**src/rtl/ftsram_pkg.sv**
```systemverilog
`timescale 1ns/1ps
package ftsram_pkg;
    localparam int LANES  = 4;
    localparam int LANE_W = 9;
    localparam int WORD_W = LANES * LANE_W;

    typedef logic [WORD_W-1:0] word_t;
    typedef logic [LANES-1:0]  lane_mask_t;

    // Registered access descriptor
    typedef struct packed {
        logic       act;
        logic       wr;
        lane_mask_t bwe_n;
    } acc_ctl_t;

    function automatic logic selected(logic a_n, logic b_n, logic c);
        return !a_n && !b_n && c;
    endfunction

    // Replace lanes of base with lanes of upd where take is set
    function automatic word_t lane_merge(word_t base, word_t upd, lane_mask_t take);
        word_t r = base;
        for (int i = 0; i < LANES; i++)
            if (take[i]) r[i*LANE_W +: LANE_W] = upd[i*LANE_W +: LANE_W];
        return r;
    endfunction
endpackage

```
**src/rtl/ftsram_ctrl.sv**
```systemverilog
`timescale 1ns/1ps
module ftsram_ctrl
    import ftsram_pkg::*;
#(
    parameter int AW = 6
) (
    input  logic            clk,
    input  logic            rst,
    input  logic            cke,
    input  logic            ld_n,
    input  logic            wr_n,
    input  logic [AW-1:0]   addr,
    input  logic            sel_a_n,
    input  logic            sel_b_n,
    input  logic            sel_c,
    input  lane_mask_t      bwe_n,
    output acc_ctl_t        acc,
    output logic [AW-1:0]   eff_addr
);
    localparam int CW = 2;

    acc_ctl_t        ctl_q;
    logic [AW-1:CW]  base_q;
    logic [CW-1:0]   cnt_q;

    always_ff @(posedge clk) begin
        if (rst) begin
            ctl_q  <= '0;
            base_q <= '0;
            cnt_q  <= '0;
        end else if (cke) begin
            if (!ld_n) begin
                ctl_q.act   <= selected(sel_a_n, sel_b_n, sel_c);
                ctl_q.wr    <= selected(sel_a_n, sel_b_n, sel_c) && !wr_n;
                ctl_q.bwe_n <= bwe_n;
                base_q      <= addr[AW-1:CW];
                cnt_q       <= addr[CW-1:0];
            end else if (ctl_q.act) begin
                cnt_q       <= cnt_q + 1'b1;
                ctl_q.bwe_n <= bwe_n;
            end
        end
    end

    assign acc      = ctl_q;
    assign eff_addr = {base_q, cnt_q};
endmodule

```
**src/rtl/ftsram_wpipe.sv**
```systemverilog
`timescale 1ns/1ps
module ftsram_wpipe
    import ftsram_pkg::*;
#(
    parameter int AW = 6
) (
    input  logic            clk,
    input  logic            rst,
    input  logic            cke,
    input  acc_ctl_t        acc,
    input  logic [AW-1:0]   eff_addr,
    input  word_t           wdata,
    output logic            pend_vld,
    output logic [AW-1:0]   pend_addr,
    output lane_mask_t      pend_bwe_n,
    output word_t           pend_data
);
    always_ff @(posedge clk) begin
        if (rst) begin
            pend_vld   <= 1'b0;
            pend_addr  <= '0;
            pend_bwe_n <= '1;
            pend_data  <= '0;
        end else if (cke) begin
            pend_vld   <= acc.act && acc.wr;
            pend_addr  <= eff_addr;
            pend_bwe_n <= acc.bwe_n;
            pend_data  <= wdata;
        end
    end
endmodule

```
**src/rtl/ftsram_array.sv**
```systemverilog
`timescale 1ns/1ps
module ftsram_array
    import ftsram_pkg::*;
#(
    parameter int AW = 6
) (
    input  logic            clk,
    input  logic            we,
    input  logic [AW-1:0]   waddr,
    input  lane_mask_t      wmask,
    input  word_t           wdata,
    input  logic [AW-1:0]   raddr,
    output word_t           rdata
);
    localparam int DEPTH = 1 << AW;

    for (genvar g = 0; g < LANES; g++) begin : g_lane
        logic [LANE_W-1:0] mem_l [DEPTH];

        always_ff @(posedge clk) begin
            if (we && wmask[g])
                mem_l[waddr] <= wdata[g*LANE_W +: LANE_W];
        end

        assign rdata[g*LANE_W +: LANE_W] = mem_l[raddr];
    end
endmodule

```
**src/rtl/ftsram_core.sv**
```systemverilog
`timescale 1ns/1ps
module ftsram_core
    import ftsram_pkg::*;
#(
    parameter int AW = 6
) (
    input  logic            clk,
    input  logic            rst,
    input  logic            clk_en_n,
    input  logic            ld_n,
    input  logic            wr_n,
    input  logic [AW-1:0]   addr,
    input  logic            sel_a_n,
    input  logic            sel_b_n,
    input  logic            sel_c,
    input  logic [3:0]      bwe_n,
    input  logic [35:0]     wdata,
    input  logic            oe_n,
    output logic [35:0]     rd_data,
    output logic            rd_drive
);
    logic            cke;
    acc_ctl_t        acc;
    logic [AW-1:0]   eff_addr;
    logic            pend_vld;
    logic [AW-1:0]   pend_addr;
    lane_mask_t      pend_bwe_n;
    word_t           pend_data;
    word_t           arr_q;
    word_t           fwd_q;
    logic            hit;
    logic            acc_act;
    logic            acc_wr;

    assign cke = !clk_en_n;

    ftsram_ctrl #(.AW(AW)) u_ctrl (
        .clk(clk), .rst(rst), .cke(cke), .ld_n(ld_n), .wr_n(wr_n),
        .addr(addr), .sel_a_n(sel_a_n), .sel_b_n(sel_b_n), .sel_c(sel_c),
        .bwe_n(bwe_n), .acc(acc), .eff_addr(eff_addr)
    );

    ftsram_wpipe #(.AW(AW)) u_wpipe (
        .clk(clk), .rst(rst), .cke(cke), .acc(acc), .eff_addr(eff_addr),
        .wdata(wdata), .pend_vld(pend_vld), .pend_addr(pend_addr),
        .pend_bwe_n(pend_bwe_n), .pend_data(pend_data)
    );

    // Pending write commits on the next enabled edge
    ftsram_array #(.AW(AW)) u_array (
        .clk(clk), .we(cke && pend_vld), .waddr(pend_addr),
        .wmask(~pend_bwe_n), .wdata(pend_data),
        .raddr(eff_addr), .rdata(arr_q)
    );

    assign hit      = pend_vld && (pend_addr == eff_addr);
    assign fwd_q    = lane_merge(arr_q, pend_data, hit ? ~pend_bwe_n : '0);
    assign acc_act  = acc.act;
    assign acc_wr   = acc.wr;
    assign rd_drive = acc.act && !acc.wr && !oe_n;
    assign rd_data  = rd_drive ? fwd_q : '0;
endmodule

```
**config.mk**
```make
export PLATFORM = sky130hd
export DESIGN_NAME = ftsram_core
export DESIGN_NICKNAME = d
export VERILOG_FILES = /design/src/rtl/ftsram_pkg.sv /design/src/rtl/ftsram_ctrl.sv /design/src/rtl/ftsram_wpipe.sv /design/src/rtl/ftsram_array.sv /design/src/rtl/ftsram_core.sv
export SDC_FILE = /design/constraint.sdc
export NUM_CORES = 2
export LEC_CHECK = 0
export BUFFER_PORTS_ARGS = -buffer_cell sky130_fd_sc_hd__buf_2
export CORE_ASPECT_RATIO = 1.4
export CORE_MARGIN = 8
export CORE_UTILIZATION = 45
export CTS_BUF_LIST = sky130_fd_sc_hd__clkbuf_16
export DETAILED_ROUTE_END_ITERATION = 16
export PLACE_DENSITY_LB_ADDON = 0.25
export SYNTH_ARGS = -nofsm -noshare
export SYNTH_HDL_FRONTEND = slang
export SYNTH_SLANG_ARGS = --single-unit
```
**constraint.sdc**
```tcl
create_clock -name clk -period 4 [get_ports clk]
set_clock_uncertainty 0.05 [all_clocks]
set_input_delay 0.2 -clock clk [delete_from_list [all_inputs] [get_ports clk]]
set_output_delay 0.2 -clock clk [all_outputs]
set_load 0.01 [all_outputs]
```
==> implementation parameters <==
Parameter                              Value

Detailed routing
  DRC    0
  Via Count    47100
  Antenna-violating nets left    0
  DR vias/cell    5.99
  Total detailed-routing wirelength    254000 µm
  Average wire per cell in the routed design    32.2 µm
  Starting DRT DRC Count    5683
  Drt first pass iters    7

Yosys
  Distinct cells, synth    39
  Number of enable-type register cells in the synthesized netlist    2304
  Synth Area per Inst    20.9 µm²
  Async S/R FF share, synth    0%
  Number of register bits inferred by synthesis    2363
  Synth Cell Area    91500 µm²
  Main area contributors after synthesis    sky130_fd_sc_hd__edfxtp_1 76%, sky130_fd_sc_hd__mux4_2 12%, sky130_fd_sc_hd__mux2i_1 3.7%
  Part of the Yosys area used for sequential elements    76.9%
  Area fraction of the dominant cell type after synthesis    75.7%
  Leading cell type by number of instances after synthesis    sky130_fd_sc_hd__edfxtp_1
  Most instantiated cells after synthesis    2304 x sky130_fd_sc_hd__edfxtp_1, 504 x sky130_fd_sc_hd__mux4_2, 334 x sky130_fd_sc_hd__mux2i_1, 318 x sky130_fd_sc_hd__nor2_1, 144 x sky130_fd_sc_hd__a22oi_1
  Dominant synthesized flop cell    sky130_fd_sc_hd__edfxtp_1
  Cells after synthesis    4366
  Number of warnings printed during yosys synthesis    0
  Area leader, netlist    sky130_fd_sc_hd__edfxtp_1
  Post-Syn Nets    4421

Global route
  Combined global-route utilization of all metal layers    22.7%
  Maximum number of pins on one net before global-route repair    98
  Number of global-route vias before repair    47200
  Wire length of the first global-routing pass    354000 µm
  Number of antenna violations at the first check in global routing    21
  Gr ovfl total    0

STA
  Headroom to the max-slew limit    14.7%
  Portion of the clock cycle consumed by the worst path in the final layout    102%
  Fmax    0.246 GHz
  Crit path time final    4.06 ns
  Tightest Pin Transition    1.28 ns
  Final slew viol count    0
  Hold violation total from the final report    0
  Setup ws final    -0.0601 ns
  Final setup violation count    7
  Setup repair after global routing missed its margin    yes

Place
  Placement Cell Area    97600 µm²
  Setup slack at placement    0.518 ns
  Final HPWL from detailed placement    155000 µm
  Routability Congestion    0.862
  I/O Buffers    91

Cells and area
  Util after Layout    53.1%
  Post-synthesis to final-layout area growth    17.7%
  Summed area of non-filler cells in the final layout    108000 µm²
  Final nets    5057
  Ratio of cells with drive above 1 in the final layout    29.2%

Power
  Overall power of the completed layout    49.5 mW
  Power per unit of standard cell area    460 nW/µm²
  Leak Pwr    34.1 nW
  Worst-case vdd ir drop    570 µV

CTS
  Clock-pin slew on the worst setup and hold paths    0.07 ns
  CTS tree    done
  Htree depth    4
  Clock buffers created by TritonCTS    209
  Clk sink count    2363
  Library cell used as clock root buffer    sky130_fd_sc_hd__clkbuf_16
  Max Root-Sink Buffers    4
  Insertion delay to the later sink of the worst-skew pair    0.85 ns

Floorplan
  Horizontal die dimension    397 µm
  Placement Rows    196
  Die area    218000 µm²
  Top-Level Pins    92
  Core Footprint    203000 µm²
  Die Y    549 µm
  Effective utilization at floorplan    45.1%

Min path
  Endpoint of the worst hold-timing path    u_ctrl.acc[0]$_SDFFE_PP0P_
  Worst Hold Class    primary input to flop
  Depth of the worst hold-timing path    4
  Startpoint of the lowest-slack hold path    clk_en_n

Worst setup path
  Largest driver fanout on the critical path    8
  Arrival time worst endpoint    3.81 ns
  Reg-to-reg setup timing slack    0.70 ns
  Kind of start point of the critical path    flop
  Startpoint of the lowest-slack register-to-register path    u_wpipe.pend_addr[4]$_SDFFE_PP0N_
  Worst setup EP type    output pin
  Required arrival time at the worst endpoint    3.75 ns
  Critical register-to-register path endpoint    u_array.g_lane[2].mem_l[16][1]$_DFFE_PP_
  Number of cells traversed by the worst register-to-register path    3
  Setup CP Type    flop to output pin
  Start point of the critical path    u_ctrl.cnt_q[0]$_SDFFE_PP0P_

Status
  Status    finished, violations left
  Violated checks    setup timing

Job
  Max Cap Violations    0
critical path: stages, from the launching register on:
cell and delay [ns]:
sky130_fd_sc_hd__dfxtp_4 0.41, sky130_fd_sc_hd__buf_12 0.15, sky130_fd_sc_hd__buf_16 0.18, sky130_fd_sc_hd__buf_16 0.16
sky130_fd_sc_hd__buf_12 0.11, sky130_fd_sc_hd__mux4_2 0.49, sky130_fd_sc_hd__mux4_2 0.51, sky130_fd_sc_hd__nor2b_1 0.15
sky130_fd_sc_hd__a2111o_2 0.57, sky130_fd_sc_hd__buf_6 0.17
cells by family (layout without fill, tap and decap cells):
| family | Yosys count | in the layout | share of synthesized area, % |
|---|---|---|---|
| xor+xnor | 6 | 6 | 0.0657 |
| mux | 838 | 838 | 16.1 |
| other cells | 0 | 17 | 0 |
| simple gates | 583 | 583 | 2.83 |
| compound gates | 317 | 317 | 2.78 |
| buf+inv | 259 | 1066 | 1.32 |
| flops | 2363 | 2363 | 76.9 |
flip-flops by register name, indices dropped and copies added (netlist names):
register	count
u_array.g_lane.mem_l	2304
u_ctrl.acc	6
u_ctrl.base_q	4
u_ctrl.cnt_q	2
u_wpipe.pend_addr	6
u_wpipe.pend_bwe_n	4
u_wpipe.pend_data	36
u_wpipe.pend_vld	1
stage by stage:
step | hold WS [ns] | TNS [ns] | cells
final | 0.136 | -0.210 | 7863
after global routing | 0.177 | -0.912 | 7850
after CTS | 0.0597 | -0.622 | 7818
after detailed placement | 0.387 | 0 | 7271
after global placement | 0.377 | 0 | 7271
after floorplan | 0.286 | 0 | 4366
worst max-delay path by stage:
stage,endpoint,depth (start not counted),slack [ns]
finish,rd_data[26],9,-0.06
global route,rd_data[34],9,-0.09
CTS,rd_data[29],9,-0.06
detailed placement,rd_data[8],7,0.52
global placement,rd_data[8],7,0.53
floorplan,rd_data[34],8,1.28
metal layers:
metal  track usage (%)  wire, µm  vias up
met4              10.1     12300       14
li1                  -         -    19400
met3              3.57     18300      482
met1              28.9     95200    25100
met2              38.6    128000     2121
met5                 0        95        -
layout by cell type (no fill, tap or decap), types with 37 or more instances in the layout:
cell,instances
sky130_fd_sc_hd__a22oi_1,144
sky130_fd_sc_hd__buf_12,39
sky130_fd_sc_hd__buf_16,37
sky130_fd_sc_hd__buf_2,85
sky130_fd_sc_hd__buf_4,391
sky130_fd_sc_hd__clkbuf_16,214
sky130_fd_sc_hd__clkinv_1,44
sky130_fd_sc_hd__clkinv_2,46
sky130_fd_sc_hd__dfxtp_2,37
sky130_fd_sc_hd__dlygate4sd3_1,96
sky130_fd_sc_hd__edfxtp_1,2304
sky130_fd_sc_hd__inv_1,43
sky130_fd_sc_hd__mux2i_1,334
sky130_fd_sc_hd__mux4_2,504
sky130_fd_sc_hd__nand2_1,80
sky130_fd_sc_hd__nand3_1,73
sky130_fd_sc_hd__nor2_1,314
sky130_fd_sc_hd__nor2b_1,68
power by group:
part / switching (mW) / internal [mW]
logic: 1.26 / 0.979
clock network: 8.84 / 11.1
registers: 0.154 / 27.2
total: 10.3 / 39.3
layout make-up:
cell class,instances,area (µm²)
fill,15500,95200
sequential,2363,70400
multi-input combinational,1744,20400
timing repair buffer,680,6690
clock buffer,210,5260
tap,2673,3340
clock inverter,172,1430
antenna,17,42.5
inverter,4,15.0
what timing repair did:
item	in CTS	in global routing
gates cloned	29	4
hold buffers	96	0
endpoints found under the setup margin	36	31
buffers inserted	40	26
gates resized for setup	102	50
pin swaps	19	19
hold endpoints to repair	50	0
Power figures use the tool's default switching activity.
